**config.mk**
```make
export PLATFORM = sky130hd
export DESIGN_NAME = pde_walker
export DESIGN_NICKNAME = d
export VERILOG_FILES = /design/src/rtl/pde_pkg.sv /design/src/rtl/pde_addr_gen.sv /design/src/rtl/pde_check.sv /design/src/rtl/pde_update.sv /design/src/rtl/pde_walker.sv
export SDC_FILE = /design/constraint.sdc
export NUM_CORES = 1
export LEC_CHECK = 0
export ABC_AREA = 1
export BUFFER_PORTS_ARGS = -buffer_cell sky130_fd_sc_hd__buf_2
export CAP_MARGIN = 20
export CORE_MARGIN = 2
export CORE_UTILIZATION = 40
export CTS_CLUSTER_DIAMETER = 30
export DETAILED_ROUTE_END_ITERATION = 6
export PLACE_DENSITY_LB_ADDON = 0.15
export SLEW_MARGIN = 40
export SYNTH_ARGS = -nofsm -noshare
export SYNTH_HDL_FRONTEND = slang
export SYNTH_HIERARCHICAL = 1
export SYNTH_SLANG_ARGS = --single-unit
```
**constraint.sdc**
```tcl
create_clock -name clk -period 2 [get_ports clk]
set_clock_uncertainty 0.05 [all_clocks]
set_input_delay 0.1 -clock clk [delete_from_list [all_inputs] [get_ports clk]]
set_output_delay 0.1 -clock clk [all_outputs]
set_load 0.005 [all_outputs]
```
**src/rtl/pde_pkg.sv**
```systemverilog
package pde_pkg;
   localparam int ENTRY_W = 32;
   localparam int BIT_PRES  = 0;
   localparam int BIT_WR    = 1;
   localparam int BIT_SUP   = 2;
   localparam int BIT_WT    = 3;
   localparam int BIT_NC    = 4;
   localparam int BIT_ACC   = 5;
   localparam int BIT_DIRTY = 6;
   localparam int BIT_BIG   = 7;
   localparam int BIT_GLB   = 8;
   localparam int SW_LO     = 9;
   localparam int SW_HI     = 11;
   localparam int ATTR_W    = (SW_HI - SW_LO + 1) + 3;
   localparam logic [1:0] LVL_USER = 2'd3;

   typedef enum logic [2:0] {
      FLT_NONE   = 3'd0,
      FLT_ABSENT = 3'd1,
      FLT_RSVD   = 3'd2,
      FLT_PRIV   = 3'd3,
      FLT_WPROT  = 3'd4
   } flt_e;

   typedef enum logic [1:0] {
      RK_BIG   = 2'd0,
      RK_TABLE = 2'd1,
      RK_FAULT = 2'd2
   } rk_e;

   typedef enum logic [2:0] {
      ST_IDLE = 3'd0,
      ST_RD   = 3'd1,
      ST_EVAL = 3'd2,
      ST_WR   = 3'd3,
      ST_DONE = 3'd4
   } st_e;
endpackage

```
**src/rtl/pde_addr_gen.sv**
```systemverilog
module pde_addr_gen #(
   parameter int ADDR_W      = 32,
   parameter int PAGE_SHIFT  = 12,
   parameter int DIR_SHIFT   = 22,
   parameter int ENTRY_BYTES = 4
) (
   input  logic [ADDR_W-1:0] base,
   input  logic [ADDR_W-1:0] lin,
   output logic [ADDR_W-1:0] ent_addr
);
   localparam int IDX_W = ADDR_W - DIR_SHIFT;
   localparam int EB_W  = $clog2(ENTRY_BYTES);

   generate
      if (IDX_W + EB_W != PAGE_SHIFT) begin : g_bad_geom
         $error("directory index and entry size must fill one page");
      end
      if (ENTRY_BYTES * 8 != pde_pkg::ENTRY_W) begin : g_bad_entry
         $error("entry size must match entry width");
      end
      if (EB_W == 0) begin : g_bad_eb
         $error("entry must span more than one byte");
      end
   endgenerate

   logic [IDX_W-1:0] dir_idx;
   assign dir_idx  = lin[ADDR_W-1:DIR_SHIFT];
   assign ent_addr = {base[ADDR_W-1:PAGE_SHIFT], dir_idx, {EB_W{1'b0}}};
endmodule

```
**src/rtl/pde_check.sv**
```systemverilog
module pde_check
   import pde_pkg::*;
#(
   parameter int PAGE_SHIFT = 12,
   parameter int DIR_SHIFT  = 22
) (
   input  logic [ENTRY_W-1:0] entry,
   input  logic               is_write,
   input  logic [1:0]         cpl,
   output flt_e               code
);
   localparam int RSV_W = DIR_SHIFT - PAGE_SHIFT;

   generate
      if (RSV_W < 0) begin : g_bad_rsv
         $error("large-page shift must not be below small-page shift");
      end
   endgenerate

   logic rsv_any;

   generate
      if (RSV_W > 0) begin : g_rsv
         logic [RSV_W-1:0] rsv_bits;
         for (genvar i = 0; i < RSV_W; i++) begin : g_bit
            assign rsv_bits[i] = entry[PAGE_SHIFT + i];
         end
         assign rsv_any = |rsv_bits;
      end else begin : g_no_rsv
         assign rsv_any = 1'b0;
      end
   endgenerate

   logic is_big, sup_only, wr_ok;
   assign is_big   = entry[BIT_BIG];
   assign sup_only = entry[BIT_SUP];
   assign wr_ok    = entry[BIT_WR];

   always_comb begin
      if (!entry[BIT_PRES])                  code = FLT_ABSENT;
      else if (is_big && rsv_any)            code = FLT_RSVD;
      else if (sup_only && cpl == LVL_USER)  code = FLT_PRIV;
      else if (is_write && !wr_ok)           code = FLT_WPROT;
      else                                   code = FLT_NONE;
   end
endmodule

```
**src/rtl/pde_update.sv**
```systemverilog
module pde_update
   import pde_pkg::*;
#(
   parameter int PAGE_SHIFT = 12,
   parameter int DIR_SHIFT  = 22
) (
   input  logic [ENTRY_W-1:0] entry,
   input  logic [ENTRY_W-1:0] lin,
   input  logic               is_write,
   input  flt_e               code,
   output logic [ENTRY_W-1:0] new_entry,
   output logic               need_wb,
   output rk_e                kind,
   output logic [ENTRY_W-1:0] res_addr,
   output logic [ATTR_W-1:0]  attr
);
   logic               is_big;
   logic [ENTRY_W-1:0] set_mask;

   assign is_big = entry[BIT_BIG];

   always_comb begin
      set_mask = '0;
      set_mask[BIT_ACC] = 1'b1;
      if (is_big && is_write) set_mask[BIT_DIRTY] = 1'b1;
   end

   assign new_entry = entry | set_mask;
   assign need_wb   = (code == FLT_NONE) && (new_entry != entry);

   always_comb begin
      if (code != FLT_NONE) begin
         kind     = RK_FAULT;
         res_addr = '0;
      end else if (is_big) begin
         kind     = RK_BIG;
         res_addr = {entry[ENTRY_W-1:DIR_SHIFT], lin[DIR_SHIFT-1:0]};
      end else begin
         kind     = RK_TABLE;
         res_addr = {entry[ENTRY_W-1:PAGE_SHIFT], {PAGE_SHIFT{1'b0}}};
      end
   end

   assign attr = {entry[SW_HI:SW_LO], entry[BIT_GLB], entry[BIT_NC], entry[BIT_WT]};
endmodule

```
**src/rtl/pde_walker.sv**
```systemverilog
module pde_walker
   import pde_pkg::*;
#(
   parameter int ADDR_W      = 32,
   parameter int PAGE_SHIFT  = 12,
   parameter int DIR_SHIFT   = 22,
   parameter int ENTRY_BYTES = 4
) (
   input  logic                  clk,
   input  logic                  rst_n,
   input  logic                  req_valid,
   input  logic [ADDR_W-1:0]     req_lin_addr,
   input  logic                  req_write,
   input  logic [1:0]            req_cpl,
   input  logic [ADDR_W-1:0]     dir_base,
   output logic                  mem_req,
   output logic                  mem_we,
   output logic [ADDR_W-1:0]     mem_addr,
   output logic [ENTRY_W-1:0]    mem_wdata,
   input  logic [ENTRY_W-1:0]    mem_rdata,
   input  logic                  mem_ack,
   output logic                  done,
   output logic [1:0]            res_kind,
   output logic [ADDR_W-1:0]     res_addr,
   output logic [2:0]            fault_code,
   output logic [ATTR_W-1:0]     attr_out
);
   generate
      if (ADDR_W != ENTRY_W) begin : g_bad_width
         $error("address width must equal entry width");
      end
   endgenerate

   st_e                st_q;
   logic [ADDR_W-1:0]  lin_q, ent_addr_q, ent_addr_d, res_addr_q;
   logic               wr_q;
   logic [1:0]         cpl_q;
   logic [ENTRY_W-1:0] entry_q, wdata_q, upd_entry;
   flt_e               chk_code, code_q;
   rk_e                upd_kind, kind_q;
   logic               upd_wb;
   logic [ADDR_W-1:0]  upd_addr;
   logic [ATTR_W-1:0]  upd_attr, attr_q;

   pde_addr_gen #(
      .ADDR_W(ADDR_W), .PAGE_SHIFT(PAGE_SHIFT),
      .DIR_SHIFT(DIR_SHIFT), .ENTRY_BYTES(ENTRY_BYTES)
   ) addr_i (
      .base(dir_base), .lin(req_lin_addr), .ent_addr(ent_addr_d)
   );

   pde_check #(.PAGE_SHIFT(PAGE_SHIFT), .DIR_SHIFT(DIR_SHIFT)) chk_i (
      .entry(entry_q), .is_write(wr_q), .cpl(cpl_q), .code(chk_code)
   );

   pde_update #(.PAGE_SHIFT(PAGE_SHIFT), .DIR_SHIFT(DIR_SHIFT)) upd_i (
      .entry(entry_q), .lin(lin_q), .is_write(wr_q), .code(chk_code),
      .new_entry(upd_entry), .need_wb(upd_wb), .kind(upd_kind),
      .res_addr(upd_addr), .attr(upd_attr)
   );

   always_ff @(posedge clk or negedge rst_n) begin
      if (!rst_n) begin
         st_q       <= ST_IDLE;
         lin_q      <= '0;
         wr_q       <= 1'b0;
         cpl_q      <= '0;
         ent_addr_q <= '0;
         entry_q    <= '0;
         wdata_q    <= '0;
         code_q     <= FLT_NONE;
         kind_q     <= RK_BIG;
         res_addr_q <= '0;
         attr_q     <= '0;
      end else begin
         case (st_q)
            ST_IDLE: if (req_valid) begin
               lin_q      <= req_lin_addr;
               wr_q       <= req_write;
               cpl_q      <= req_cpl;
               ent_addr_q <= ent_addr_d;
               st_q       <= ST_RD;
            end
            ST_RD: if (mem_ack) begin
               entry_q <= mem_rdata;
               st_q    <= ST_EVAL;
            end
            ST_EVAL: begin
               code_q     <= chk_code;
               kind_q     <= upd_kind;
               res_addr_q <= upd_addr;
               attr_q     <= upd_attr;
               wdata_q    <= upd_entry;
               st_q       <= upd_wb ? ST_WR : ST_DONE;
            end
            ST_WR: if (mem_ack) st_q <= ST_DONE;
            ST_DONE: st_q <= ST_IDLE;
            default: st_q <= ST_IDLE;
         endcase
      end
   end

   assign mem_req    = (st_q == ST_RD) || (st_q == ST_WR);
   assign mem_we     = (st_q == ST_WR);
   assign mem_addr   = ent_addr_q;
   assign mem_wdata  = wdata_q;
   assign done       = (st_q == ST_DONE);
   assign res_kind   = kind_q;
   assign res_addr   = res_addr_q;
   assign fault_code = code_q;
   assign attr_out   = attr_q;

   AST_REQ_HOLD: assert property (@(posedge clk) disable iff (!rst_n)
      (mem_req && !mem_ack) |=> (mem_req && $stable(mem_addr) && $stable(mem_we)));
   AST_ADDR_ALIGNED: assert property (@(posedge clk) disable iff (!rst_n)
      mem_req |-> (mem_addr[1:0] == 2'b00));
   AST_FAULT_NO_WRITE: assert property (@(posedge clk) disable iff (!rst_n)
      mem_we |-> (chk_code == FLT_NONE));
   AST_WB_SETS_ACC: assert property (@(posedge clk) disable iff (!rst_n)
      mem_we |-> mem_wdata[BIT_ACC]);
   AST_WB_KEEPS_BITS: assert property (@(posedge clk) disable iff (!rst_n)
      mem_we |-> ((mem_wdata & ~32'h60) == (entry_q & ~32'h60)));
   AST_SMALL_DIRTY: assert property (@(posedge clk) disable iff (!rst_n)
      (mem_we && !entry_q[BIT_BIG]) |-> (mem_wdata[BIT_DIRTY] == entry_q[BIT_DIRTY]));
   AST_DONE_PULSE: assert property (@(posedge clk) disable iff (!rst_n)
      done |=> !done);
   AST_FAULT_KIND: assert property (@(posedge clk) disable iff (!rst_n)
      done |-> ((res_kind == RK_FAULT) == (fault_code != FLT_NONE)));
   AST_NO_REQ_AT_DONE: assert property (@(posedge clk) disable iff (!rst_n)
      done |-> !mem_req);
endmodule

```
==> results of run 1 <==
==> report_power, final <==
part	switching, W	total (W)	leakage, nW	internal (W)
Combinational	0.00300	0.00501	3.09	0.00201
Sequential	0.000848	0.00566	2.14	0.00481
Clock	0.00144	0.00322	0.282	0.00178
Total	0.00528	0.0139	5.51	0.00860
==> per-stage QoR <==
stage	setup slack, ns	total power [W]
2_1_floorplan	0.381	0.00921
3_3_place_gp	0.177	0.0104
3_5_place_dp	0.157	0.0105
4_1_cts	0.0861	0.0139
5_1_grt	0.00120	0.0151
6_report	0.145	0.0139
==> critical path, cell delays in order, from the launching register on <==
cell,delay [ns]
dfrtp_1,0.42
nor2_2,0.13
nand3_2,0.13
o21bai_4,0.18
a21oi_1,0.11
nor2_2,0.13
nand2_4,0.10
a21oi_1,0.14
inv_1,0.06
nor2_1,0.08
nand2_1,0.07
nand2_1,0.06
nand3_1,0.06
nand2_1,0.06
==> sequential cells by signal, summed over array words and instances (netlist names) <==
register,count
res_addr,32
mem_addr,32
lin_q,22
wr_q,1
mem_wdata,32
res_kind,2
st_q,3
entry_q,32
cpl_q,2
fault_code,3
attr_out,6
==> repair_timing <==
item	4_1_cts	5_1_grt
hold buffers	89	0
setup buffers	0	4
hold endpoints to repair	256	0
endpoints found under the setup margin	0	37
resized for setup	0	7
==> per-layer routing <==
layer	part of all wire (%)	wire [um]
met2	47	8450
met3	5.6	1000
met4	0.63	113
met1	47	8420
met5	0	0
==> cells in the final DEF (no fill, tap or decap), types with 2 or more instances in the layout <==
cell,count
clkbuf_16,18
clkinvlp_4,2
buf_2,199
inv_2,3
inv_8,2
o21ai_1,36
buf_12,3
nand3_1,79
inv_1,107
nor2_1,6
conb_1,3
nand2_4,2
a21oi_2,6
buf_4,15
nor2_4,2
nor2_2,28
nand2_1,285
o21ai_0,54
inv_6,4
a21oi_1,6
dlygate4sd3_1,89
dfrtp_1,167
clkinv_4,3
nand3_2,2
clkinv_2,2
==> final cells by class <==
type	count	area share [%]
sequential	167	42.0
multi-input combinational	514	23.4
timing repair buffer	309	21.3
clock buffer	18	4.41
inverter	110	4.15
tap	260	3.27
clock inverter	14	1.40
==> path summary, 6_finish.rpt <==
check	startpoint	end	cells after the start
max reg2reg	entry_q[17]	st_q[1]	13
min reg2reg	mem_wdata[31]	mem_wdata[31]	2
min in group asynchronous	rst_n	mem_wdata[4]	2
min	req_valid	st_q[1]	4
max in group asynchronous	rst_n	res_addr[14]	3
max	entry_q[17]	st_q[1]	13
==> impl_metrics.yaml, run 1 <==
run_status:
  status: "complete, no violations"
grt:
  grt_pass1_wl_um: 29200
  antenna_found_initial: 0
  grt_pass1_vias: 5801
  grt.busiest_layer: "met2"
  grt_max_degree: 116
  use_met3_pct: 5.30
  grt.overflow.total: 0
  grtUsageMet2_pct: 29.1
  grtUsageMet1_pct: 24.2
  grtUsageTotal_pct: 18.0
floorplan:
  fp.dieW_um: 143
  io_pins: 213
  dieArea_sq_um: 20400
  die_h_um: 143
  core_area_sq_um: 18800
  initial_core_util_pct: 41.0
  fp-row-count: 50
detailed_routing:
  firstDrtPassIters: 4
  antenna_left: 0
  drtIter0Drc: 282
  vias_per_cell: 4.38
  drcViolationCount: 0
  dr_total_vias: 6093
  routed_wire_length_per_instance_um: 12.9
  routed_wl_um: 18000
place:
  globalplace.congestion: 0.750
  detailed_place_hpwl_um: 11100
  placed_area_sq_um: 8390
  dpl.cell_count: 1266
  io_buffers: 200
clock_network:
  numCtsBuffers: 17
  h-tree-depth: 4
  cts_buffer_depth: 2
  cts_num_sinks: 167
  path_clk_slew_ns: 0.07
  tritoncts: "yes"
  cts-root-buf: "clkbuf_16"
  clk_latency_ns: 0.43
critical_path:
  arrival_ns: 2.16
  cp_data_required_time_ns: 2.31
  crit_type: "reg2reg"
  crit_path_end_kind: "flop"
  ff2ff_setup_slack_ns: 0.15
  cp_max_fo: 3
  critPathLaunchType: "flop"
run:
  cap_viol_max_count: 0
synth:
  syn_inst: 909
  avgSynthCellArea_sq_um: 8.50
  netlist_area_sq_um: 7730
  synth_warnings: 6
layout:
  fin_cells: 1392
  areaGrowthSynthToFinish_pct: 28.8
  final_cell_area_sq_um: 9950
  fill_cells: 1792
  seq_area_sq_um: 4180
  layout-drive-gt1-share_pct: 26.3
  antenna_cells: 0
  fin_util_pct: 52.8
  finalNetCount: 1222
  multi_input_area_sq_um: 2330
sta:
  finalHoldViolations: 0
  grt_setup_unrepaired: "false"
  whs_ns: 0.0618
  finalSetupViolCount: 0
  finalMaxSlewViolations: 0
  fmax_ghz: 0.539
  fin_crit_sh_pct: 92.7
  finalCriticalPeriod_ns: 1.85
  setup_tns_ns: 0
power_and_ir_drop:
  vdd_drop_max_mv: 0.644
  pwr_density_cell_nw_per_um2: 1400
  p_leak_nw: 5.51
worst_hold_path:
  hold_path_class: "in2reg"
Power figures use the tool's default switching activity.
==> run 2: changes to the inputs <==
--- a/config.mk
+++ b/config.mk
@@ -19,2 +19,3 @@
 export SYNTH_HIERARCHICAL = 1
 export SYNTH_SLANG_ARGS = --single-unit
+export TNS_END_PERCENT = 100
==> constraint.sdc (replaced) <==
create_clock -name clk -period 2 [get_ports clk]
set_clock_uncertainty 0.05 [all_clocks]
set_input_delay 0.2 -clock clk [delete_from_list [all_inputs] [get_ports clk]]
set_output_delay 0.2 -clock clk [all_outputs]
set_load 0.005 [all_outputs]
==> impl_metrics.yaml, run 2 (synthesis gave the netlist of run 1 again) <==
layout:
  layout-drive-gt1-share_pct: 26.3
  most-common-layout-cells: "nand2_1, buf_2, dfrtp_1"
  areaGrowthSynthToFinish_pct: 29.1
  fin_util_pct: 53.0
  final_common_cell: "nand2_1"
  fill_cells: 1804
  finalNetCount: 1221
critical_path:
  crit_type: "reg2out"
  ff2ff_setup_slack_ns: 0.16
  rr_startpoint: "entry_q[16]"
  arrival_ns: 1.60
  crit_path_end_kind: "output pin"
  cp_max_fo: 31
  rr_worst_depth: 13
  rr_endpoint: "st_q[1]"
  critPathLaunchType: "flop"
  cp_data_required_time_ns: 1.75
place:
  globalplace.congestion: 0.762
  detailed_place_hpwl_um: 11200
  io_buffers: 200
grt:
  grt_pass1_vias: 5978
  antenna_found_initial: 0
  grt_pass1_wl_um: 30100
  grt.overflow.total: 0
  grtUsageTotal_pct: 18.6
  grt_max_degree: 78
sta:
  fmax_ghz: 0.541
  finalSetupViolCount: 0
  tightestPinTransition_ns: 0.589
  fin_crit_sh_pct: 92.4
  grt_setup_unrepaired: "true"
  finalHoldViolations: 0
  relSlewSlack_pct: 60.8
  finalCriticalPeriod_ns: 1.85
  finalMaxSlewViolations: 0
detailed_routing:
  drcViolationCount: 0
  drtIter0Drc: 272
  routed_wl_um: 18400
  dr_total_vias: 6083
  antenna_left: 0
  vias_per_cell: 4.37
  routed_wire_length_per_instance_um: 13.2
  firstDrtPassIters: 5
run:
  cap_viol_max_count: 0
floorplan:
  fp.dieW_um: 143
  fp-row-count: 50
  dieArea_sq_um: 20400
  die_h_um: 143
  core_area_sq_um: 18800
  io_pins: 213
  initial_core_util_pct: 41.0
worst_hold_path:
  hp-start: "req_valid"
  min_path_cells: 4
  worstHoldEndpoint: "st_q[2]"
  hold_path_class: "in2reg"
run_status:
  status: "complete, no violations"
clock_network:
  cts_num_sinks: 167
  tritoncts: "yes"
  cts_buffer_depth: 2
  numCtsBuffers: 17
  path_clk_slew_ns: 0.07
  cts-root-buf: "clkbuf_16"
  h-tree-depth: 4
  clk_latency_ns: 0.42
power_and_ir_drop:
  vdd_drop_max_mv: 0.668
  p_leak_nw: 5.50
  totalPowerFinal_w: 0.0140
  pwr_density_cell_nw_per_um2: 1400
## run 2: how the worst max path moves through the flow
| stage | startpoint | slack, ns | endpoint |
|---|---|---|---|
| global placement | entry_q[12] | 0.16 | res_addr[0] |
| floorplan | entry_q[13] | 0.38 | st_q[1] |
| CTS | entry_q[19] | 0.09 | res_addr[0] |
| finish | st_q[0] | 0.15 | mem_we |
| global route | entry_q[12] | -0.05 | st_q[1] |
| detailed placement | entry_q[19] | 0.13 | res_addr[0] |
## run 2: final cells by class
class	count	area, sq um	share of cell area, %
Tap cell	260	325	3.26
Multi-Input combinational cell	514	2340	23.4
Sequential cell	167	4180	41.9
Antenna cell	1	2.50	0.0251
Inverter	110	413	4.14
Timing Repair Buffer	308	2140	21.5
Clock inverter	12	119	1.19
Clock buffer	20	457	4.58
## run 2: repair_timing
action                     in CTS  in global routing
hold endpoints to repair      117                  0
gates resized for setup         0                  9
setup endpoints to repair       0                 38
hold buffers                   89                  0
buffers inserted                0                  4
## run 2: stage by stage
| stage | setup slack (ns) | setup TNS, ns | hold slack (ns) | cells | instance area (sq um) |
|---|---|---|---|---|---|
| 2_1_floorplan | 0.381 | 0 | -0.146 | 910 | 7730 |
| 3_3_place_gp | 0.159 | 0 | 0.0505 | 1265 | 8410 |
| 3_5_place_dp | 0.132 | 0 | 0.0552 | 1265 | 8410 |
| 4_1_cts | 0.0915 | 0 | 0.134 | 1386 | 9880 |
| 5_1_grt | -0.0489 | -0.0489 | 0.180 | 1391 | 9980 |
| 6_report | 0.151 | 0 | 0.159 | 1392 | 9980 |
## run 2: per-layer routing
| layer | GRT usage [%] | vias up | share of wire (%) |
|---|---|---|---|
| met4 | 5.11 | 0 | 1.1 |
| li1 | - | 3141 | - |
| met2 | 29.8 | 163 | 46 |
| met3 | 5.00 | 16 | 5.8 |
| met1 | 25.1 | 2763 | 47 |
| met5 | 0 | - | 0 |
## run 2: worst max-delay path, cell delays in order, from the launching register on
cell and delay [ns]:
dfrtp_1 0.44, inv_2 0.16, buf_4 0.35, nor3_2 0.07, buf_2 0.15
## run 2: power breakdown
group,leakage (nW),internal [W],switching (W)
combinational,3.10,0.00206,0.00302
sequential,2.14,0.00481,0.000865
clock,0.268,0.00180,0.00141
==> run 3: changes to the inputs <==
- ABC_AREA: 1 -> default
==> impl_metrics.yaml, run 3 <==
run_status:
  status: "finished, violations left"
  violations: "setup timing"
sta:
  setup_tns_ns: -1.35
  fin_crit_sh_pct: 105
  finalCriticalPeriod_ns: 2.10
  layout_setup_ws_ns: -0.0988
  finalSetupViolCount: 34
  fmax_ghz: 0.476
  finalHoldViolations: 0
  finalMaxSlewViolations: 0
  grt_setup_unrepaired: "true"
power_and_ir_drop:
  switchingPower_w: 0.00484
  swShare_pct: 31.0
  combinationalPowerShare_pct: 39.7
  p_seq_share_pct: 39.1
  vdd_drop_max_mv: 0.755
  totalPowerFinal_w: 0.0156
  pwr_density_cell_nw_per_um2: 1570
  clock_power_share_pct: 21.2
  p_int_w: 0.0108
  p_leak_nw: 4.72
critical_path:
  arrival_ns: 2.35
  rr_worst_depth: 9
  crit_path_end_kind: "flop"
  cp_max_fo: 3
  crit_type: "reg2reg"
  cp_data_required_time_ns: 2.25
  critPathLaunchType: "flop"
detailed_routing:
  drtIter0Drc: 123
  drcViolationCount: 0
  antenna_left: 0
  routed_wire_length_per_instance_um: 16.5
  routed_wl_um: 16200
  dr_total_vias: 4610
  firstDrtPassIters: 4
  vias_per_cell: 4.69
layout:
  areaGrowthSynthToFinish_pct: 37.3
  most-common-layout-cells: "buf_2, dfrtp_1, dlygate4sd3_1"
  antenna_cells: 0
  final_common_cell: "buf_2"
  final_cell_area_sq_um: 9950
  layout-drive-gt1-share_pct: 54.4
  fin_cells: 983
  finalNetCount: 845
floorplan:
  fp.dieW_um: 139
  core_area_sq_um: 17900
  dieArea_sq_um: 19200
  fp-row-count: 49
  initial_core_util_pct: 40.5
  io_pins: 213
  die_h_um: 139
grt:
  grtUsageMet2_pct: 28.6
  grt.busiest_layer: "met2"
  grtUsageMet1_pct: 22.4
  antenna_found_initial: 0
  grt_pass1_vias: 5076
  use_met3_pct: 4.97
  grtUsageTotal_pct: 17.4
  grt_pass1_wl_um: 26800
  grt_max_degree: 50
  grt.overflow.total: 0
place:
  globalplace.congestion: 0.730
  dpl.cell_count: 861
  detailed_place_hpwl_um: 10500
  dpl_worst_slack_ns: -0.329
  io_buffers: 200
  placed_area_sq_um: 8130
run:
  cap_viol_max_count: 0
clock_network:
  path_clk_slew_ns: 0.06
  clk_latency_ns: 0.41
  cts_buffer_depth: 2
  numCtsBuffers: 17
  cts_num_sinks: 167
  cts-root-buf: "clkbuf_16"
  h-tree-depth: 4
  tritoncts: "yes"
worst_hold_path:
  hold_path_class: "in2reg"
  min_path_cells: 3
synth:
  syn_inst: 501
  avgSynthCellArea_sq_um: 14.5
  synth_warnings: 6
  netlist_area_sq_um: 7250
## run 3: worst max-delay path, stage by stage (launching register included)
cell	delay [ns]
dfrtp_1	0.40
nor4_4	0.36
a31oi_4	0.15
nor4_2	0.17
buf_4	0.17
nor3_4	0.05
inv_2	0.13
a21oi_4	0.05
or2_4	0.23
a31o_4	0.22
## run 3: final cells by class
class | instances | area (sq um)
fill | 1512 | 7950
sequential | 167 | 4180
multi-input combinational | 238 | 2690
timing repair buffer | 316 | 2190
clock buffer | 25 | 515
tap | 229 | 287
clock inverter | 6 | 88.8
inverter | 2 | 7.51
## run 3: path summary, 6_finish.rpt
kind	from	to	slack, ns
worst max-delay path	entry_q[13]	st_q[1]	-0.1
worst min-delay path	mem_ack	st_q[0]	0.04
worst max register to register	entry_q[13]	st_q[1]	-0.1
worst min register to register	mem_addr[28]	mem_addr[28]	0.43
max in group asynchronous	rst_n	mem_wdata[7]	1.07
min in group asynchronous	rst_n	mem_addr[6]	0.17
## run 3: repair_timing
action | 4_1_cts | 5_1_grt
resized for setup | 57 | 22
pin swaps | 16 | 15
hold endpoints to repair | 199 | 0
hold buffers | 88 | 0
endpoints found under the setup margin | 37 | 37
buffers inserted | 3 | 0
## run 3: metrics by stage
step / utilization (%) / hold slack, ns
2_1_floorplan: - / -0.146
3_3_place_gp: 45.4 / 0.0406
3_5_place_dp: 45.4 / 0.0439
4_1_cts: 55.1 / 0.0250
5_1_grt: 55.6 / 0.0464
6_report: 55.6 / 0.0409
## run 3: power groups by stage
stage | logic [W] | clock network [W] | registers [W]
6_report | 0.00619 | 0.00331 | 0.00610
5_1_grt | 0.00673 | 0.00358 | 0.00633
4_1_cts | 0.00610 | 0.00341 | 0.00609
3_5_place_dp | 0.00537 | 0 | 0.00608
3_3_place_gp | 0.00524 | 0 | 0.00600
2_1_floorplan | 0.00358 | 0 | 0.00602
## run 3: metal layers
metal / wire [um] / part of all wire, %
met2: 7820 / 48
met4: 289 / 1.8
met1: 7240 / 45
met3: 884 / 5.4
met5: 0 / 0
